$ cat config.mk
export PLATFORM = sky130hd
export DESIGN_NAME = sdram_bank_fsm
export DESIGN_NICKNAME = d
export VERILOG_FILES = /design/src/rtl/sdram_chk_pkg.sv /design/src/rtl/sdram_bank_fsm.sv
export SDC_FILE = /design/constraint.sdc
export NUM_CORES = 1
export LEC_CHECK = 0
export ABC_AREA = 1
export BUFFER_PORTS_ARGS = -buffer_cell sky130_fd_sc_hd__buf_2
export CAP_MARGIN = 20
export CORE_UTILIZATION = 49
export CTS_CLUSTER_DIAMETER = 60
export CTS_CLUSTER_SIZE = 25
export DETAILED_ROUTE_END_ITERATION = 6
export PLACE_DENSITY = 0.85
export SLEW_MARGIN = 20
export SYNTH_ARGS = -nofsm -noshare
export SYNTH_HDL_FRONTEND = slang
export SYNTH_SLANG_ARGS = --single-unit
$ cat constraint.sdc
create_clock -name clk -period 1.3 [get_ports clk]
set_input_delay 0.065 -clock clk [delete_from_list [all_inputs] [get_ports clk]]
set_output_delay 0.065 -clock clk [all_outputs]
set_load 0.01 [all_outputs]
$ cat src/rtl/sdram_chk_pkg.sv
package sdram_chk_pkg;

  typedef enum logic [3:0] {
    CMD_DESL  = 4'd0,
    CMD_NOP   = 4'd1,
    CMD_BST   = 4'd2,
    CMD_READ  = 4'd3,
    CMD_WRITE = 4'd4,
    CMD_ACT   = 4'd5,
    CMD_PRE   = 4'd6,
    CMD_REF   = 4'd7,
    CMD_MRS   = 4'd8
  } cmd_e;

  typedef enum logic [2:0] {
    ST_IDLE   = 3'd0,
    ST_ROWACT = 3'd1,
    ST_WREC   = 3'd2,
    ST_WRAP   = 3'd3,
    ST_PRECH  = 3'd4,
    ST_REFR   = 3'd5,
    ST_MODE   = 3'd6
  } bank_st_e;

  localparam int MODE_CYCLES = 2;

endpackage

$ cat src/rtl/sdram_bank_fsm.sv
module sdram_bank_fsm
  import sdram_chk_pkg::*;
#(
  parameter int CNT_W = 8
) (
  input  logic             clk,
  input  logic             rst,
  input  logic             act_en,
  input  logic             legal,
  input  cmd_e             cmd,
  input  logic             a10,
  input  logic [CNT_W-1:0] t_dpl,
  input  logic [CNT_W-1:0] t_rc,
  output bank_st_e         state
);

  localparam logic [CNT_W-1:0] MODE_LOAD = CNT_W'(MODE_CYCLES - 1);

  bank_st_e         st_q, st_d;
  logic [CNT_W-1:0] cnt_q, cnt_d;
  logic             bst_q, bst_d;
  logic             go;
  logic             expired;

  function automatic logic [CNT_W-1:0] load_of(input logic [CNT_W-1:0] t);
    return (t == '0) ? '0 : t - 1'b1;
  endfunction

  assign go      = act_en && legal;
  assign expired = (cnt_q == '0);

  always_comb begin
    st_d  = st_q;
    cnt_d = cnt_q;
    bst_d = bst_q;
    case (st_q)
      ST_IDLE: begin
        if (go && cmd == CMD_ACT) begin
          st_d = ST_ROWACT;
        end else if (go && cmd == CMD_REF) begin
          st_d  = ST_REFR;
          cnt_d = load_of(t_rc);
        end else if (go && cmd == CMD_MRS) begin
          st_d  = ST_MODE;
          cnt_d = MODE_LOAD;
        end
      end
      ST_ROWACT: begin
        if (go && cmd == CMD_WRITE) begin
          st_d  = a10 ? ST_WRAP : ST_WREC;
          cnt_d = load_of(t_dpl);
          bst_d = 1'b0;
        end else if (go && cmd == CMD_PRE) begin
          st_d = ST_PRECH;
        end
      end
      ST_PRECH: st_d = ST_IDLE;
      ST_WREC: begin
        if (go && cmd == CMD_WRITE) begin
          st_d  = a10 ? ST_WRAP : ST_WREC;
          cnt_d = load_of(t_dpl);
          bst_d = 1'b0;
        end else if (go && cmd == CMD_READ) begin
          st_d = ST_ROWACT;
        end else if (expired) begin
          st_d = ST_ROWACT;
        end else begin
          cnt_d = cnt_q - 1'b1;
        end
      end
      ST_WRAP: begin
        bst_d = bst_q || (go && cmd == CMD_BST);
        if (expired) begin
          st_d = bst_d ? ST_ROWACT : ST_PRECH;
        end else begin
          cnt_d = cnt_q - 1'b1;
        end
      end
      ST_REFR, ST_MODE: begin
        if (expired) begin
          st_d = ST_IDLE;
        end else begin
          cnt_d = cnt_q - 1'b1;
        end
      end
      default: st_d = ST_IDLE;
    endcase
  end

  always_ff @(posedge clk) begin
    if (rst) begin
      st_q  <= ST_IDLE;
      cnt_q <= '0;
      bst_q <= 1'b0;
    end else begin
      st_q  <= st_d;
      cnt_q <= cnt_d;
      bst_q <= bst_d;
    end
  end

  assign state = st_q;

endmodule

==> flow_metrics.py, run 1 <==
metrics = {
    "die": {
        "initial_core_util_pct": 53.25,
        "io_pins": 28,
        "dieWidth_um": 57.68,
        "fp.dieH_um": 57.68,
        "core_sq_um": 2853,
        "fp-row-count": 19,
        "die_area_sq_um": 3326,
    },
    "clock_tree": {
        "clk_path_buf_depth": 2,
        "clk_pin_slew_ns": 0.09,
        "insertion_delay_ns": 0.31,
        "cts.sinks": 12,
        "cts-root-buf": "clkbuf_4",
        "cts_max_level": 1,
        "tritoncts": "done",
        "cts_buffers": 3,
    },
    "critical_path": {
        "critPathTopFamily": "simple AND/OR/NAND/NOR gates",
        "path_cells": "inv_2 > nand2_4 > nand2_2 > nand2_2 > nand3_2 > nor2_4 > buf_6 > o21ai_2 > nor2_2",
        "crit_buf_inv": 2,
        "cp_num_cells": 9,
        "rr_worst_depth": 9,
        "cp-start-kind": "register",
        "arrival_ns": 1.73,
        "cp_max_fo": 6,
        "cp_data_required_time_ns": 1.54,
        "crit_top_cell": "nand2_2",
        "critPathLaunch": "state[1]",
        "r2r-start": "state[1]",
        "critPathSlowestCell": "dfxtp_4",
        "path_class": "reg2reg",
        "rr_endpoint": "cnt_q[7]",
        "cp-endpoint": "cnt_q[7]",
        "cpPeakStageDelay_ns": 0.41,
        "endpoint_kind": "register",
        "rrSetupSlack_ns": -0.19,
    },
    "global_routing": {
        "antenna_found_initial": 0,
        "grt_pass1_wl_mm": 8.721,
        "grt.overflow.total": 0,
        "grt_use_total_pct": 34.62,
        "grt_max_degree": 10,
        "grt_pass1_vias": 1947,
    },
    "timing": {
        "hold_ws_ns": 0.2611,
        "slew_violations": 0,
        "finalSetupTns_ns": -1.592,
        "period_minus_slack_ns": 1.493,
        "skew_ns": 0.003097,
        "finalCritPeriodShare_pct": 114.8,
        "finalHoldViolCount": 0,
        "rsz0062_at_grt": "yes",
        "finalSetupViolations": 11,
        "slew_headroom_pct": 72.21,
        "tightest_slew_ns": 0.4163,
        "fin_ws_ns": -0.1926,
        "max_freq_mhz": 670.0,
    },
    "place": {
        "place_hpwl_mm": 3.263,
        "place_area_sq_um": 1902,
        "globalplace.congestion": 0.9011,
        "io_buffers": 27,
        "dpl_worst_slack_ns": -0.1514,
    },
    "synth": {
        "yosys_warnings": 0,
        "synth_area_leaders": "dfxtp_1 (16%), nand2_1 (15%), nor2_1 (12%)",
        "synth.avg_cell_area_sq_um": 5.798,
        "async_reset_ff_share_pct": 0,
        "synth.top_cell.area_share_pct": 15.82,
        "synth_enable_flop_cells": 0,
        "synth_most_common_cell": "nand2_1",
        "seq_area_frac_synth_pct": 15.82,
        "synth_top_cell_by_area": "dfxtp_1",
        "synth_ff_type": "dfxtp_1",
        "yosys_register_bits": 12,
        "synth.distinct_cells": 26,
        "syn_nets": 292,
        "syn_area_sq_um": 1519,
        "postSynthCellCount": 262,
        "synth.top_cells.by_count": "nand2_1 (60), nor2_1 (50), nand3_1 (35)",
    },
    "run_status": {
        "status": "finished, violations left",
        "violations": "setup timing",
    },
    "power_and_ir_drop": {
        "power_frac_comb_pct": 77.6,
        "switchingPower_mw": 2.498,
        "pwr-share-clk_pct": 7.4,
        "p_leak_nw": 1.086,
        "powerDensity_nw_per_um2": 2097,
        "switching_share_pct": 53.90,
        "total_power_mw": 4.635,
        "seqPwrFrac_pct": 15.0,
        "p_int_mw": 2.137,
        "vdd_ir_drop_max_uv": 937.4,
    },
    "detailed_routing": {
        "top_layer": "met4",
        "via_count": 1985,
        "postRouteWirelength_mm": 5.349,
        "vias_per_cell": 5.592,
        "firstDrtPassIters": 4,
        "routed-wl-met2_mm": 2.484,
        "drtAntennaViolNets": 0,
        "route.met3.wl_um": 395,
        "met1Wirelength_mm": 2.096,
        "wire_per_inst_um": 15.07,
        "route.detailed.drc": 0,
        "drtIter0Drc": 112,
    },
    "finish": {
        "diodes": 0,
        "fin_area_sq_um": 2210,
        "drive_gt1_share_pct": 43.83,
        "nets": 355,
        "area_growth_pct": 45.47,
    },
    "run": {
        "max_cap_viol_count": 0,
    },
    "hold_path": {
        "hold_class": "in2reg",
    },
}
per-stage QoR:
step,std cells,util (%)
3_3_place_gp,345,66.67
4_1_cts,355,73.46
2_1_floorplan,262,-
6_report,355,77.46
3_5_place_dp,345,66.67
5_1_grt,355,77.46
worst min-delay path by stage:
stage,startpoint,endpoint,cells past startpoint
after floorplan,rst,state[2],1
after global placement,rst,cnt_q[0],2
after detailed placement,rst,cnt_q[0],2
after CTS,a10,state[0],7
after global routing,a10,state[0],7
final,t_dpl[2],cnt_q[2],5
cells in the final DEF (no fill, tap or decap), drive strengths merged, types with 4 or more instances in the layout:
cell type   n
nand2      71
buf        59
nor2       56
nand3      39
inv        31
o21ai      16
dfxtp      12
xor2        9
xnor2       8
ha          5
nand4       4
clkbuf      4
worst register-to-register path, stage by stage (launching register included):
cell	delay [ns]
dfxtp_4	0.41
inv_2	0.08
nand2_4	0.09
nand2_2	0.07
nand2_2	0.09
nand3_2	0.12
nor2_4	0.18
buf_6	0.16
o21ai_2	0.06
nor2_2	0.16
power by group through the flow:
stage          Clock (mW)  Combinational (mW)  Sequential, mW
2_1_floorplan           0                1.74           0.665
3_3_place_gp            0                2.50           0.623
3_5_place_dp            0                2.57           0.636
4_1_cts             0.313                2.96           0.667
5_1_grt             0.355                3.85           0.712
6_report            0.344                3.60           0.695
layer usage:
metal	up-vias	global-route usage, %
met2	115	54.15
met3	41	11.61
met4	0	22.11
met5	-	4.762
met1	873	40.33
li1	956	-
what timing repair did:
item	4_1_cts	5_1_grt
pin swaps	18	13
resized for setup	34	33
hold buffers	1	0
buffers inserted	5	0
endpoints found under the hold margin	2	0
endpoints found under the setup margin	11	12
registers in the layout, indices dropped and copies added (netlist names):
register	cells
state	3
cnt_q	8
bst_q	1
logic make-up after synthesis:
group	after synthesis	synth area share, %
compound gates	20	7.496
xor+xnor	17	9.803
fa+ha+maj	5	4.119
buf+inv	34	9.061
flops	12	15.82
simple gates	174	53.71
final cells by class:
cell class,instances,area [sq um]
Multi-Input combinational cell,216,1346
Timing Repair Buffer,60,396.6
Inverter,32,136.4
Fill cell,203,643.1
Sequential cell,12,255.2
Tap cell,31,38.79
Clock buffer,4,36.28
No activity file was read; power rests on OpenSTA's default activity.
==> run 2: changes to the inputs <==
Settings changed: CELL_PAD_IN_SITES_DETAIL_PLACEMENT from default to 0, CELL_PAD_IN_SITES_GLOBAL_PLACEMENT from default to 1, CORE_UTILIZATION 49 to 34, PLACE_DENSITY 0.85 to 0.73.
==> run 2 against run 1 <==
Compared with the run above:
- the flow still finishes with violations (setup timing)
- register-to-register slack improved by 0.11 ns
- worst hold slack got worse by 0.22 ns
- highest routed layer unchanged
- first-iteration DRC count increased by 1.8%
- global-route usage decreased by 15 points
- final area increased by 4.5%
- critical path depth unchanged
- critical path type unchanged
- sequential power increased by 2%
- core utilization decreased by 22 points
- combinational power decreased by 12%
==> flow_metrics.py, run 2 (synthesis results as in run 1) <==
metrics = {
    "run_status": {
        "status": "finished, violations left",
        "violations": "setup timing",
    },
    "detailed_routing": {
        "postRouteWirelength_mm": 4.304,
        "vias_per_cell": 4.758,
        "via_count": 1846,
        "firstDrtPassIters": 5,
        "drtIter0Drc": 114,
        "wire_per_inst_um": 11.09,
        "route.detailed.drc": 0,
        "drtAntennaViolNets": 0,
    },
    "clock_tree": {
        "cts_max_level": 1,
        "insertion_delay_ns": 0.24,
        "cts.sinks": 12,
        "clk_pin_slew_ns": 0.06,
        "cts_buffers": 3,
        "tritoncts": "done",
        "clk_path_buf_depth": 2,
        "cts-root-buf": "clkbuf_8",
        "hold_buffers": 0,
    },
    "finish": {
        "n_fill_cell": 432,
        "top_register": "cnt_q",
        "multi_input_area_sq_um": 1281,
        "regArea_sq_um": 255.2,
        "drive_gt1_share_pct": 42.01,
        "diodes": 0,
        "area_growth_pct": 51.98,
        "nets": 369,
        "mostFrequentLayoutCells": "nand2_1 (52), buf_4 (44), nor2_1 (43)",
        "fin_area_sq_um": 2308,
        "largest_register_ffs": 8,
        "final_common_cell": "nand2_1",
    },
    "timing": {
        "finalHoldViolCount": 0,
        "finalSetupViolations": 11,
        "rsz0062_at_grt": "yes",
        "finalSetupTns_ns": -0.6715,
        "fin_ws_ns": -0.08408,
        "slew_violations": 0,
        "max_freq_mhz": 722.5,
        "skew_ns": 0.002178,
        "finalCritPeriodShare_pct": 106.5,
        "slew_headroom_pct": 81.66,
        "tightest_slew_ns": 0.2740,
        "period_minus_slack_ns": 1.384,
    },
    "critical_path": {
        "rr_worst_depth": 9,
        "rrSetupSlack_ns": -0.08,
        "arrival_ns": 1.56,
        "cp-start-kind": "register",
        "path_class": "reg2reg",
        "endpoint_kind": "register",
        "cp_max_fo": 7,
        "cp_data_required_time_ns": 1.48,
    },
    "die": {
        "io_pins": 28,
        "initial_core_util_pct": 36.65,
        "fp-row-count": 23,
        "fp.dieH_um": 68.84,
        "die_area_sq_um": 4739,
        "core_sq_um": 4144,
        "dieWidth_um": 68.84,
    },
    "global_routing": {
        "grt.overflow.total": 0,
        "grt_use_total_pct": 19.41,
        "grt_pass1_vias": 1582,
        "grt_pass1_wl_mm": 6.913,
        "grt_max_degree": 10,
        "antenna_found_initial": 0,
    },
    "power_and_ir_drop": {
        "seqPwrFrac_pct": 16.5,
        "vdd_ir_drop_max_uv": 612.7,
        "p_leak_nw": 1.166,
        "powerDensity_nw_per_um2": 1862,
        "pwr-share-clk_pct": 9.6,
        "switchingPower_mw": 2.067,
        "switching_share_pct": 48.09,
        "power_frac_comb_pct": 73.9,
        "p_int_mw": 2.232,
    },
    "place": {
        "place_area_sq_um": 2021,
        "globalplace.congestion": 0.8032,
        "place_hpwl_mm": 3.443,
        "dpl_worst_slack_ns": -0.1158,
        "io_buffers": 27,
    },
    "hold_path": {
        "hold_class": "in2reg",
        "hold_path_depth": 2,
    },
    "run": {
        "max_cap_viol_count": 0,
    },
}
## run 2: power by group through the flow
stage | Sequential [mW] | Clock, mW | Combinational, mW
finish | 0.708 | 0.414 | 3.18
global route | 0.721 | 0.436 | 3.55
CTS | 0.671 | 0.418 | 2.86
detailed placement | 0.649 | 0 | 2.65
global placement | 0.644 | 0 | 2.67
floorplan | 0.665 | 0 | 1.74
## run 2: critical path: stages, from the launching register on
cell and delay [ns]:
dfxtp_4 0.44, inv_4 0.06, nand3_4 0.09, inv_2 0.05
nand3_2 0.08, nand2_2 0.06, nor2_4 0.19, buf_6 0.16
o21ai_1 0.06, nor2_1 0.12
## run 2: layer usage
metal  track usage [%]  routed length (um)  share of wire [%]
met1             29.62                2221                 52
met2             28.88                1955                 45
met3            0.9868                  99                2.3
met4             5.357                  27               0.63
met5                 0                   0                  0
## run 2: area by class of cell
type	instances	area share, %
clock buffer	4	2.385
multi-input combinational	216	55.50
sequential	12	11.06
tap	50	2.710
timing repair buffer	74	22.38
inverter	32	5.962
## run 2: what timing repair did
item,CTS,global route
gates resized for setup,25,24
endpoints found under the setup margin,12,12
pin swaps,6,16
endpoints found under the hold margin,0,0
setup buffers,2,7
## run 2: final timing paths
| path | startpoint | to |
|---|---|---|
| worst max-delay path | state[2] | cnt_q[6] |
| worst min-delay path | rst | cnt_q[0] |
| worst max register to register | state[2] | cnt_q[6] |
| worst min register to register | bst_q | bst_q |
## run 2: per-stage QoR
step | instances | hold slack, ns | utilization (%) | power, mW
floorplan | 262 | 0.1267 | - | 2.407
global placement | 375 | 0.2896 | 48.76 | 3.312
detailed placement | 375 | 0.2923 | 48.76 | 3.297
CTS | 381 | 0.03437 | 52.11 | 3.952
global route | 388 | 0.04126 | 55.71 | 4.708
finish | 388 | 0.04177 | 55.71 | 4.299
